<file path="config.mk">
export PLATFORM = sky130hd
export DESIGN_NAME = sleep_depth_sel
export DESIGN_NICKNAME = d
export VERILOG_FILES = /design/src/rtl/sds_pkg.sv /design/src/rtl/on_time_ctr.sv /design/src/rtl/thr_reg.sv /design/src/rtl/depth_decider.sv /design/src/rtl/sleep_depth_sel.sv
export SDC_FILE = /design/constraint.sdc
export NUM_CORES = 1
export LEC_CHECK = 0
export BUFFER_PORTS_ARGS = -buffer_cell sky130_fd_sc_hd__buf_2
export CAP_MARGIN = 5
export CORE_ASPECT_RATIO = 1.75
export CORE_MARGIN = 2
export CORE_UTILIZATION = 42
export CTS_BUF_LIST = sky130_fd_sc_hd__clkbuf_4 sky130_fd_sc_hd__clkbuf_8 sky130_fd_sc_hd__clkbuf_16
export DETAILED_ROUTE_END_ITERATION = 6
export PLACE_DENSITY = 0.71
export SLEW_MARGIN = 40
export SYNTH_ARGS = -nofsm -noshare
export SYNTH_HDL_FRONTEND = slang
export SYNTH_SLANG_ARGS = --single-unit
export TNS_END_PERCENT = 1
</file>
<file path="constraint.sdc">
create_clock -name clk_i -period 7.65 [get_ports clk_i]
set_input_delay 1.53 -clock clk_i [delete_from_list [all_inputs] [get_ports clk_i]]
set_output_delay 1.53 -clock clk_i [all_outputs]
set_load 0.01 [all_outputs]
</file>
<file path="src/rtl/sds_pkg.sv">
package sds_pkg;
  typedef enum logic {
    MODE_LIGHT = 1'b0,
    MODE_DEEP  = 1'b1
  } sleep_mode_e;
endpackage

</file>
<file path="src/rtl/on_time_ctr.sv">
module on_time_ctr #(
  parameter int CNT_W = 16
) (
  input  logic             clk_i,
  input  logic             rst_ni,
  input  logic             active_i,
  input  logic [CNT_W-1:0] period_i,
  output logic [CNT_W-1:0] cnt_o
);
  logic           active_q;
  logic [CNT_W:0] nxt;

  // first active edge of a stretch loads 1, later ones add 1
  always_comb begin
    nxt = active_q ? ({1'b0, cnt_o} + 1'b1) : {{CNT_W{1'b0}}, 1'b1};
  end

  always_ff @(posedge clk_i or negedge rst_ni) begin
    if (!rst_ni) begin
      active_q <= 1'b0;
      cnt_o    <= '0;
    end else begin
      active_q <= active_i;
      if (active_i) begin
        if (nxt > {1'b0, period_i}) cnt_o <= period_i;
        else                        cnt_o <= nxt[CNT_W-1:0];
      end
    end
  end
endmodule

</file>
<file path="src/rtl/thr_reg.sv">
module thr_reg #(
  parameter int CNT_W     = 16,
  parameter int THR_RESET = 55
) (
  input  logic             clk_i,
  input  logic             rst_ni,
  input  logic             we_i,
  input  logic [CNT_W-1:0] data_i,
  output logic [CNT_W-1:0] thr_o
);
  localparam logic [CNT_W-1:0] ThrInit = CNT_W'(THR_RESET);

  always_ff @(posedge clk_i or negedge rst_ni) begin
    if (!rst_ni)   thr_o <= ThrInit;
    else if (we_i) thr_o <= data_i;
  end
endmodule

</file>
<file path="src/rtl/depth_decider.sv">
module depth_decider
  import sds_pkg::*;
#(
  parameter int CNT_W = 16
) (
  input  logic             clk_i,
  input  logic             rst_ni,
  input  logic             req_i,
  input  logic [CNT_W-1:0] period_i,
  input  logic [CNT_W-1:0] cnt_i,
  input  logic [CNT_W-1:0] thr_i,
  output logic             valid_o,
  output logic             sleep_o,
  output sleep_mode_e      mode_o,
  output logic [CNT_W-1:0] off_o
);
  logic             req_q;
  logic             req_rise;
  logic [CNT_W-1:0] off_d;

  assign req_rise = req_i & ~req_q;
  // clamp so a lowered period never yields a wrapped value
  assign off_d    = (period_i > cnt_i) ? (period_i - cnt_i) : '0;

  always_ff @(posedge clk_i or negedge rst_ni) begin
    if (!rst_ni) begin
      req_q   <= 1'b0;
      valid_o <= 1'b0;
      sleep_o <= 1'b0;
      mode_o  <= MODE_LIGHT;
      off_o   <= '0;
    end else begin
      req_q   <= req_i;
      valid_o <= req_rise;
      if (req_rise) begin
        off_o   <= off_d;
        sleep_o <= (off_d != '0);
        mode_o  <= (off_d > thr_i) ? MODE_DEEP : MODE_LIGHT;
      end
    end
  end
endmodule

</file>
<file path="src/rtl/sleep_depth_sel.sv">
module sleep_depth_sel #(
  parameter int CNT_W     = 16,
  parameter int THR_RESET = 55
) (
  input  logic             clk_i,
  input  logic             rst_ni,
  input  logic [CNT_W-1:0] period_i,
  input  logic             core_active_i,
  input  logic             sleep_req_i,
  input  logic             thr_we_i,
  input  logic [CNT_W-1:0] thr_data_i,
  output logic             valid_o,
  output logic             sleep_o,
  output logic             mode_o,
  output logic [CNT_W-1:0] off_pred_o
);
  logic [CNT_W-1:0]    cnt;
  logic [CNT_W-1:0]    thr;
  sds_pkg::sleep_mode_e mode;

  on_time_ctr #(.CNT_W(CNT_W)) u_ctr (
    .clk_i   (clk_i),
    .rst_ni  (rst_ni),
    .active_i(core_active_i),
    .period_i(period_i),
    .cnt_o   (cnt)
  );

  thr_reg #(.CNT_W(CNT_W), .THR_RESET(THR_RESET)) u_thr (
    .clk_i (clk_i),
    .rst_ni(rst_ni),
    .we_i  (thr_we_i),
    .data_i(thr_data_i),
    .thr_o (thr)
  );

  depth_decider #(.CNT_W(CNT_W)) u_dec (
    .clk_i   (clk_i),
    .rst_ni  (rst_ni),
    .req_i   (sleep_req_i),
    .period_i(period_i),
    .cnt_i   (cnt),
    .thr_i   (thr),
    .valid_o (valid_o),
    .sleep_o (sleep_o),
    .mode_o  (mode),
    .off_o   (off_pred_o)
  );

  assign mode_o = mode;
endmodule

</file>
Word level (Yosys, flattened, before mapping)
Index checks and enable logic that the tools add are counted.

$add $sub $neg: 2. Order comparisons: 3. Muxes and demuxes: 4. Bitwise gates (word level): 2. Reductions and logical operators: 1.

Operator list (count): greater-than comparator 16 bit (2); 2-to-1 mux 16 bit (2); adder 16 x 1 -> 17 bit (second input constant) (1); greater-than comparator 17 x 16 -> 1 bit (1); 2-to-1 mux 17 bit (1); nonzero test 16 bit (1); subtractor 16 bit (1); AND 1 bit (1); 2-to-1 mux 1 bit (1); NOT 1 bit (1).

Flip-flop bits (word level): 53. Input port bits: 37. Output and inout bits: 19. Logic and storage cells: 20.

Longest topological paths before layout
Gate-level depths: netlist of run 1.

Depth after elaboration: 4. Gate-level depth with buffers: 19. Gate-level depth less buffers: 17.

Hierarchy
A second synthesis of run 1 with hierarchy kept.

Cells, all modules: 517. Area, all modules: 4578.1 µm².

By module, submodules not included: depth_decider (times used 1, cells an instance 273, area each 2203.4 µm²); on_time_ctr (times used 1, cells an instance 210, area each 1719.1 µm²); thr_reg (times used 1, cells an instance 34, area each 655.6 µm²).

Worst setup path before layout of run 1
OpenSTA, ideal clock, no wires.

Path type: in2reg. Start point: input period_i[0]. End point: register u_dec.mode_o. Arrival: 4.750 ns. Data required time: 7.520 ns. Setup slack: 2.770 ns. Stages on the path: 19. Path buffers: 2. Cell sequence: inv_1 > ha_1 > inv_1 > fa_1 > a211oi_2 > o211ai_2 > a2111oi_4 > or2_1 > buf_2 > buf_2 > nor2_1 > ha_1 > a21o_1 > a21oi_1 > o21ai_0 > a21o_1 > a21o_1 > a211oi_1 > o21ai_0.

Word-level cells in the longest chain between the ends: 4.

RTL lines: start, declared (line sleep_depth_sel.sv:7) `input logic [CNT_W-1:0] period_i,`; subtractor 16 bit or greater-than comparator 16 bit (tied branches) (line depth_decider.sv:23) `assign off_d = (period_i > cnt_i) ? (period_i - cnt_i) : '0;`; 2-to-1 mux 16 bit (*) (line depth_decider.sv:23); net u_dec.off_d[3] (line depth_decider.sv:19) `logic [CNT_W-1:0] off_d;`; greater-than comparator 16 bit (*) (line depth_decider.sv:38) `mode_o <= (off_d > thr_i) ? MODE_DEEP : MODE_LIGHT;`; 2-to-1 mux 1 bit (*) (line depth_decider.sv:38); end signal, assigned (line depth_decider.sv:38); end, declared (line depth_decider.sv:14) `output sleep_mode_e mode_o,`.

The timed path passes the listed nets; every way through them passes the cells marked *. A chain may end at the register's enable or synchronous reset.

Worst setup path in the final report of run 1
Ends and elaborated chain as after synthesis.

==> results.py, run 1 <==
metrics = {
    "run_status": {
        "outcome": "completed",
    },
    "min_path": {
        "hold_class": "flop to flop",
        "hold_end": "u_dec.off_o[14]",
        "min_from": "u_dec.off_o[14]",
        "holdPathStages": 2,
    },
    "drt": {
        "routed_wl_um": 11740,
        "via_per_inst": 5.794,
        "first_pass_iters": 5,
        "drc": 0,
        "ant_nets": 0,
        "dr.first_iter.drc_count": 183,
        "num_vias": 4137,
        "avgRoutedWirePerCell_um": 16.44,
    },
    "power_and_ir_drop": {
        "combPwrFrac_pct": 46.6,
        "cellLeakagePower_nw": 2.455,
        "peakVddDrop_mv": 0.1037,
        "p_int_mw": 0.7342,
        "power_density_nw_per_um2": 240.0,
        "sw_frac_of_total_pct": 39.38,
        "power.total_mw": 1.211,
        "power.switching_mw": 0.4770,
        "clockPowerShare_pct": 21.9,
        "pwr-share-seq_pct": 31.4,
    },
    "grt": {
        "antenna_found_initial": 0,
        "grt_start_max_net_pins": 54,
        "grt_pass1_wl_um": 19440,
        "grt_util_all_layers_pct": 21.28,
        "grt_pass1_vias": 4205,
        "grt_overflow_total": 0,
    },
    "yosys": {
        "yosysTopAreaCell": "dfrtp_1",
        "synth_edf_count": 0,
        "ys.flop_type": "dfrtp_1",
        "yosysTopAreaCellShare_pct": 26.61,
        "synth_area_um2": 4514,
        "synth_nets": 629,
        "synth_area_leaders": "dfrtp_1 (27%), ha_1 (14%), inv_1 (4.7%)",
        "synth.distinct_cells": 60,
        "synthTopCellsByCount": "inv_1 (56), nand2_1 (56), ha_1 (49), dfrtp_1 (48), nor2_1 (43)",
        "yosysSeqAreaShare_pct": 29.52,
        "async_flop_share_pct": 100.0,
        "yosys_warnings": 0,
        "ys_ff_latch": 53,
        "synth_cells": 542,
        "avgSynthCellArea_um2": 8.329,
    },
    "clock_network": {
        "ctsHtreeMaxLevel": 2,
        "post-cts-setup-buffer-count": 0,
        "clock_sinks": 53,
        "clockRootBuffer": "clkbuf_16",
        "clock_latency_ns": 0.30,
        "clk_path_buf_depth": 2,
        "hold_buffers": 0,
        "cts_tree": "done",
        "numCtsBuffers": 5,
        "cts_resized": 0,
        "clk_pin_slew_ns": 0.07,
    },
    "worst_setup_path": {
        "crit_path_max_fanout": 16,
        "r2r_start": "u_ctr.cnt_o[0]",
        "r2r_slack_ns": 3.42,
        "slowest_stage": "or2_1",
        "path_buf_inv": 3,
        "startpoint": "period_i[0]",
        "crit_required_ns": 7.83,
        "path_common_cell": "a21o_1",
        "critPathTopFamily": "compound AO/OA/AOI/OAI gates",
        "cp-end-kind": "flop",
        "reg2reg_to": "u_dec.mode_o",
        "worstSetupStartpointType": "input port",
        "crit_path_max_incr_delay_ns": 0.51,
        "rr_worst_depth": 16,
        "arrival_ns": 5.37,
        "crit_type": "input port to flop",
        "crit_chain": "buf_2 -> inv_1 -> ha_1 -> inv_1 -> fa_1 -> a211oi_2 -> o211ai_2 -> a2111oi_4 -> or2_1 -> nor2_1 -> ha_1 -> a21o_1 -> a21oi_1 -> o21ai_0 -> a21o_1 -> a21o_1 -> a211oi_1 -> o21ai_0",
    },
    "floorplan": {
        "core_um2": 10570,
        "dieArea_um2": 11630,
        "start_util_pct": 42.70,
        "io_pins": 56,
        "die_h_um": 141.2,
        "row_count": 50,
        "die_w_um": 82.37,
    },
    "layout": {
        "stdcell_count": 714,
        "finalInstanceArea_um2": 5047,
        "nFillCells": 1048,
        "drive_above_1_share_pct": 15.41,
        "multiInputGateArea_um2": 2873,
        "fin_util_pct": 47.74,
        "syn2layout_area_growth_pct": 11.81,
        "regArea_um2": 1333,
        "n_antenna_cell": 0,
        "nets": 670,
    },
    "timing": {
        "fmax_mhz": 192.8,
        "period_share_pct": 67.81,
        "fin_crit_ns": 5.188,
        "setup_viol": 0,
        "finClkSkew_ns": 0.006875,
        "tns_ns": 0,
        "setup_ws_ns": 2.462,
        "rsz0062_at_grt": "false",
        "slew_headroom_pct": 49.48,
        "timing.hold.ws_ns": 0.4723,
        "worst_pin_slew_ns": 0.7578,
        "slew_violations": 0,
        "hold_viol": 0,
    },
    "place": {
        "io_buffers": 55,
        "postPlaceCellArea_um2": 4876,
        "dp_hpwl_um": 9483,
        "preCtsSetupSlack_ns": 2.221,
        "place_congestion": 0.8826,
        "placed_cells": 706,
    },
    "job": {
        "drv_cap": 0,
    },
}
## cell usage in the layout, fill, tap and decap left out, types with 5 or more instances in the layout
cell | Yosys | layout
nand2_1 | 56 | 56
and3_1 | 6 | 6
a21o_1 | 18 | 18
o31ai_1 | 9 | 9
nor2_1 | 43 | 43
o311ai_0 | 8 | 8
a31oi_1 | 5 | 5
nand3_1 | 16 | 16
xor2_1 | 6 | 6
ha_1 | 49 | 49
a21oi_1 | 26 | 25
o211ai_1 | 9 | 9
dfstp_2 | 5 | 5
mux2i_1 | 5 | 5
clkbuf_16 | 0 | 5
buf_2 | 10 | 55
xnor2_1 | 17 | 17
nor3_1 | 10 | 10
o21ai_0 | 31 | 31
nand4_1 | 12 | 12
a211oi_1 | 6 | 6
o211a_1 | 5 | 5
mux2_2 | 7 | 7
inv_1 | 56 | 56
dfrtp_1 | 48 | 48
and2_1 | 10 | 10
## state kept, by name (all words and copies together) (netlist names)
signal          cells
u_dec.valid_o       1
u_dec.mode_o        1
u_dec.req_q         1
u_thr.thr_o        16
u_dec.off_o        16
u_dec.sleep_o       1
u_ctr.cnt_o        16
u_ctr.active_q      1
## worst reg2reg max path: stages, from the launching register on
cell       delay [ns]
dfrtp_1          0.44
ha_1             0.19
inv_1            0.05
fa_1             0.42
a211oi_2         0.40
o211ai_2         0.18
a2111oi_4        0.37
or2_1            0.51
nor2_1           0.11
ha_1             0.31
a21o_1           0.16
a21oi_1          0.15
o21ai_0          0.13
a21o_1           0.19
a21o_1           0.17
a211oi_1         0.20
o21ai_0          0.11
## how the worst max path moves through the flow
stage                     slack, ns           end  cells past startpoint
final                          2.46  u_dec.mode_o                     18
after global routing           2.19  u_dec.mode_o                     18
after CTS                      2.52  u_dec.mode_o                     18
after detailed placement       2.22  u_dec.mode_o                     18
after global placement         2.36  u_dec.mode_o                     18
after floorplan                2.77  u_dec.mode_o                     19
## final cells by class
cell class	count	share of cell area (%)
clock buffer	6	2.628
clock inverter	2	0.7685
inverter	56	4.165
multi-input combinational	409	56.92
sequential	53	26.40
tap	130	3.223
timing repair buffer	58	5.900
## power groups by stage
stage	Combinational, mW	Sequential (mW)	Clock (mW)
after floorplan	0.394	0.393	0
after global placement	0.541	0.386	0
after detailed placement	0.561	0.387	0
after CTS	0.566	0.382	0.274
after global routing	0.633	0.389	0.282
final	0.565	0.381	0.266
## routing by layer
metal  GRT usage, %  share of wire [%]  routed length (µm)  vias to the layer above
li1               -                  -                   -                     2027
met1          22.48                 37                4345                     1960
met2          40.58                 56                6534                      120
met3          2.433                3.8                 450                       30
met4          8.596                3.5                 411                        0
met5              0                  0                   0                        -
## cells by family (layout without fill, tap and decap cells)
family | Yosys count | after routing | share of synthesized area, %
compound gates | 149 | 149 | 23.59
xor+xnor | 23 | 23 | 4.462
fa+ha+maj | 50 | 50 | 14.02
buf+inv | 80 | 122 | 6.929
flops | 53 | 53 | 29.52
mux | 12 | 12 | 2.855
simple gates | 175 | 175 | 18.63
(Power assumes the default switching activity.)
==> inputs of run 2 (changes only) <==
--- a/config.mk
+++ b/config.mk
@@ -12,7 +12,7 @@
 export CORE_UTILIZATION = 42
 export CTS_BUF_LIST = sky130_fd_sc_hd__clkbuf_4 sky130_fd_sc_hd__clkbuf_8 sky130_fd_sc_hd__clkbuf_16
 export DETAILED_ROUTE_END_ITERATION = 6
-export PLACE_DENSITY = 0.71
+export PLACE_DENSITY = 0.73
 export SLEW_MARGIN = 40
 export SYNTH_ARGS = -nofsm -noshare
 export SYNTH_HDL_FRONTEND = slang
==> constraint.sdc (replaced) <==
create_clock -name clk_i -period 4.48 [get_ports clk_i]
set_input_delay 0.896 -clock clk_i [delete_from_list [all_inputs] [get_ports clk_i]]
set_output_delay 0.896 -clock clk_i [all_outputs]
set_load 0.01 [all_outputs]
==> run 2 against run 1 <==
Effect of this change:
- combinational power is 75% higher
- critical path depth stayed put
- worst setup slack worse by 2.2 ns
- cell count is 0.84% higher
- critical path type unchanged
==> results.py, run 2 (synthesis gave the netlist of run 1 again) <==
metrics = {
    "place": {
        "io_buffers": 55,
        "preCtsSetupSlack_ns": -0.08096,
        "place_congestion": 0.8872,
        "dp_hpwl_um": 9858,
        "placed_cells": 712,
        "postPlaceCellArea_um2": 4917,
    },
    "drt": {
        "dr.first_iter.drc_count": 209,
        "num_vias": 4163,
        "avgRoutedWirePerCell_um": 16.71,
        "routed_wl_um": 12030,
        "via_per_inst": 5.782,
        "drc": 0,
        "first_pass_iters": 5,
        "ant_nets": 0,
    },
    "grt": {
        "grt_util_all_layers_pct": 21.74,
        "grt_pass1_vias": 4325,
        "grt_start_max_net_pins": 54,
        "grt_overflow_total": 0,
        "antenna_found_initial": 0,
        "grt_pass1_wl_um": 19790,
    },
    "layout": {
        "drive_above_1_share_pct": 16.27,
        "n_antenna_cell": 0,
        "nFillCells": 1032,
        "top_regs": "u_ctr.cnt_o (16), u_dec.off_o (16), u_thr.thr_o (16)",
        "multiInputGateArea_um2": 2872,
        "final_cell_mix": "inv_1 (56), nand2_1 (56), buf_2 (55), ha_1 (49), dfrtp_1 (48)",
        "nets": 676,
        "stdcell_count": 720,
        "finalInstanceArea_um2": 5067,
        "syn2layout_area_growth_pct": 12.25,
        "regArea_um2": 1333,
    },
    "worst_setup_path": {
        "crit_type": "input port to flop",
        "cp-end-kind": "flop",
        "worstSetupStartpointType": "input port",
        "path_common_cell": "a21o_1",
        "crit_path_max_fanout": 5,
        "path_buf_inv": 3,
        "critPathTopFamily": "compound AO/OA/AOI/OAI gates",
        "crit_chain": "buf_2 -> inv_1 -> ha_1 -> inv_1 -> fa_1 -> a211oi_2 -> o211ai_2 -> a2111oi_4 -> or2_4 -> nor2_1 -> ha_1 -> a21o_1 -> a21oi_1 -> o21ai_0 -> a21o_1 -> a21o_1 -> a211oi_1 -> o21ai_0",
        "crit_required_ns": 4.66,
        "arrival_ns": 4.35,
        "crit_path_max_incr_delay_ns": 0.41,
        "slowest_stage": "fa_1",
    },
    "clock_network": {
        "numCtsBuffers": 5,
        "clock_sinks": 53,
        "clk_pin_slew_ns": 0.07,
        "post-cts-setup-buffer-count": 0,
        "clockRootBuffer": "clkbuf_16",
        "clk_path_buf_depth": 2,
        "clock_latency_ns": 0.31,
        "ctsHtreeMaxLevel": 2,
        "hold_buffers": 0,
        "cts_tree": "done",
    },
    "timing": {
        "worst_pin_slew_ns": 0.7882,
        "finClkSkew_ns": 0.01267,
        "fmax_mhz": 239.6,
        "setup_viol": 0,
        "hold_viol": 0,
        "rsz0062_at_grt": "false",
        "slew_headroom_pct": 47.45,
        "period_share_pct": 93.18,
        "timing.hold.ws_ns": 0.4759,
        "slew_violations": 0,
        "setup_ws_ns": 0.3055,
        "fin_crit_ns": 4.174,
    },
    "floorplan": {
        "start_util_pct": 42.70,
        "die_w_um": 82.37,
        "core_um2": 10570,
        "die_h_um": 141.2,
        "dieArea_um2": 11630,
        "row_count": 50,
        "io_pins": 56,
    },
    "min_path": {
        "hold_class": "flop to flop",
    },
    "power_and_ir_drop": {
        "clockPowerShare_pct": 19.5,
        "combPwrFrac_pct": 48.4,
        "cellLeakagePower_nw": 2.466,
        "power_density_nw_per_um2": 404.0,
        "pwr-share-seq_pct": 32.1,
        "peakVddDrop_mv": 0.1880,
        "sw_frac_of_total_pct": 40.61,
        "power.switching_mw": 0.8314,
        "p_int_mw": 1.216,
    },
    "job": {
        "drv_cap": 0,
    },
    "run_status": {
        "outcome": "completed",
    },
}
-- run 2: cell types whose count changed in the layout (fill, tap and decap cells not counted), sizes merged --
| cell | before | now |
|---|---|---|
| bufinv | 1 | 0 |
| clkinv | 1 | 0 |
| clkinvlp | 0 | 2 |
| buf | 58 | 64 |
-- run 2: through the flow --
stage	utilization, %	total power [mW]	TNS, ns
2_1_floorplan	-	1.344	0
3_3_place_gp	46.51	1.608	0
3_5_place_dp	46.51	1.650	-0.08096
4_1_cts	47.91	2.052	0
5_1_grt	47.93	2.202	0
6_report	47.93	2.047	0
-- run 2: timing repair --
item,in CTS,in global routing
endpoints found under the hold margin,0,0
setup endpoints to repair,0,1
gates resized for setup,0,1
-- run 2: cell type report --
class	count	share of cell area, %
clock inverter	2	0.2963
inverter	56	4.148
multi-input combinational	409	56.67
tap	130	3.210
sequential	53	26.30
timing repair buffer	64	6.765
clock buffer	6	2.617
-- run 2: path summary, 6_finish.rpt --
path / startpoint / slack (ns) / depth (start not counted) / end
max: period_i[0] / 0.31 / 18 / u_dec.mode_o
min: u_dec.off_o[0] / 0.48 / 2 / u_dec.off_o[0]
max reg2reg: u_ctr.cnt_o[5] / 0.61 / 12 / u_ctr.cnt_o[6]
min reg2reg: u_dec.off_o[0] / 0.48 / 2 / u_dec.off_o[0]
max in group asynchronous: rst_ni / 3.31 / 2 / u_dec.off_o[3]
min in group asynchronous: rst_ni / 0.70 / 2 / u_ctr.cnt_o[13]
-- run 2: power by group through the flow --
stage / Clock (mW) / Sequential (mW) / Combinational [mW]
after floorplan: 0 / 0.672 / 0.672
after detailed placement: 0 / 0.668 / 0.982
after global routing: 0.428 / 0.669 / 1.10
after CTS: 0.405 / 0.658 / 0.988
final: 0.400 / 0.657 / 0.990
after global placement: 0 / 0.662 / 0.946
-- run 2: routing by layer --
metal  up-vias  share of wire, %  GRT usage, %
li1       2042                 -             -
met1      1947                36         23.01
met2       132                55         40.11
met3        42               3.9         2.177
met4         0               4.8         11.84
met5         -                 0             0
-- run 2: tightest hold or removal path: cells and delay by family, from the launching register on --
family	cells	cell delay (ns)
DFF	1	0.34
AOI/OAI and AO/OA	1	0.06
and+or+nand+nor	1	0.05
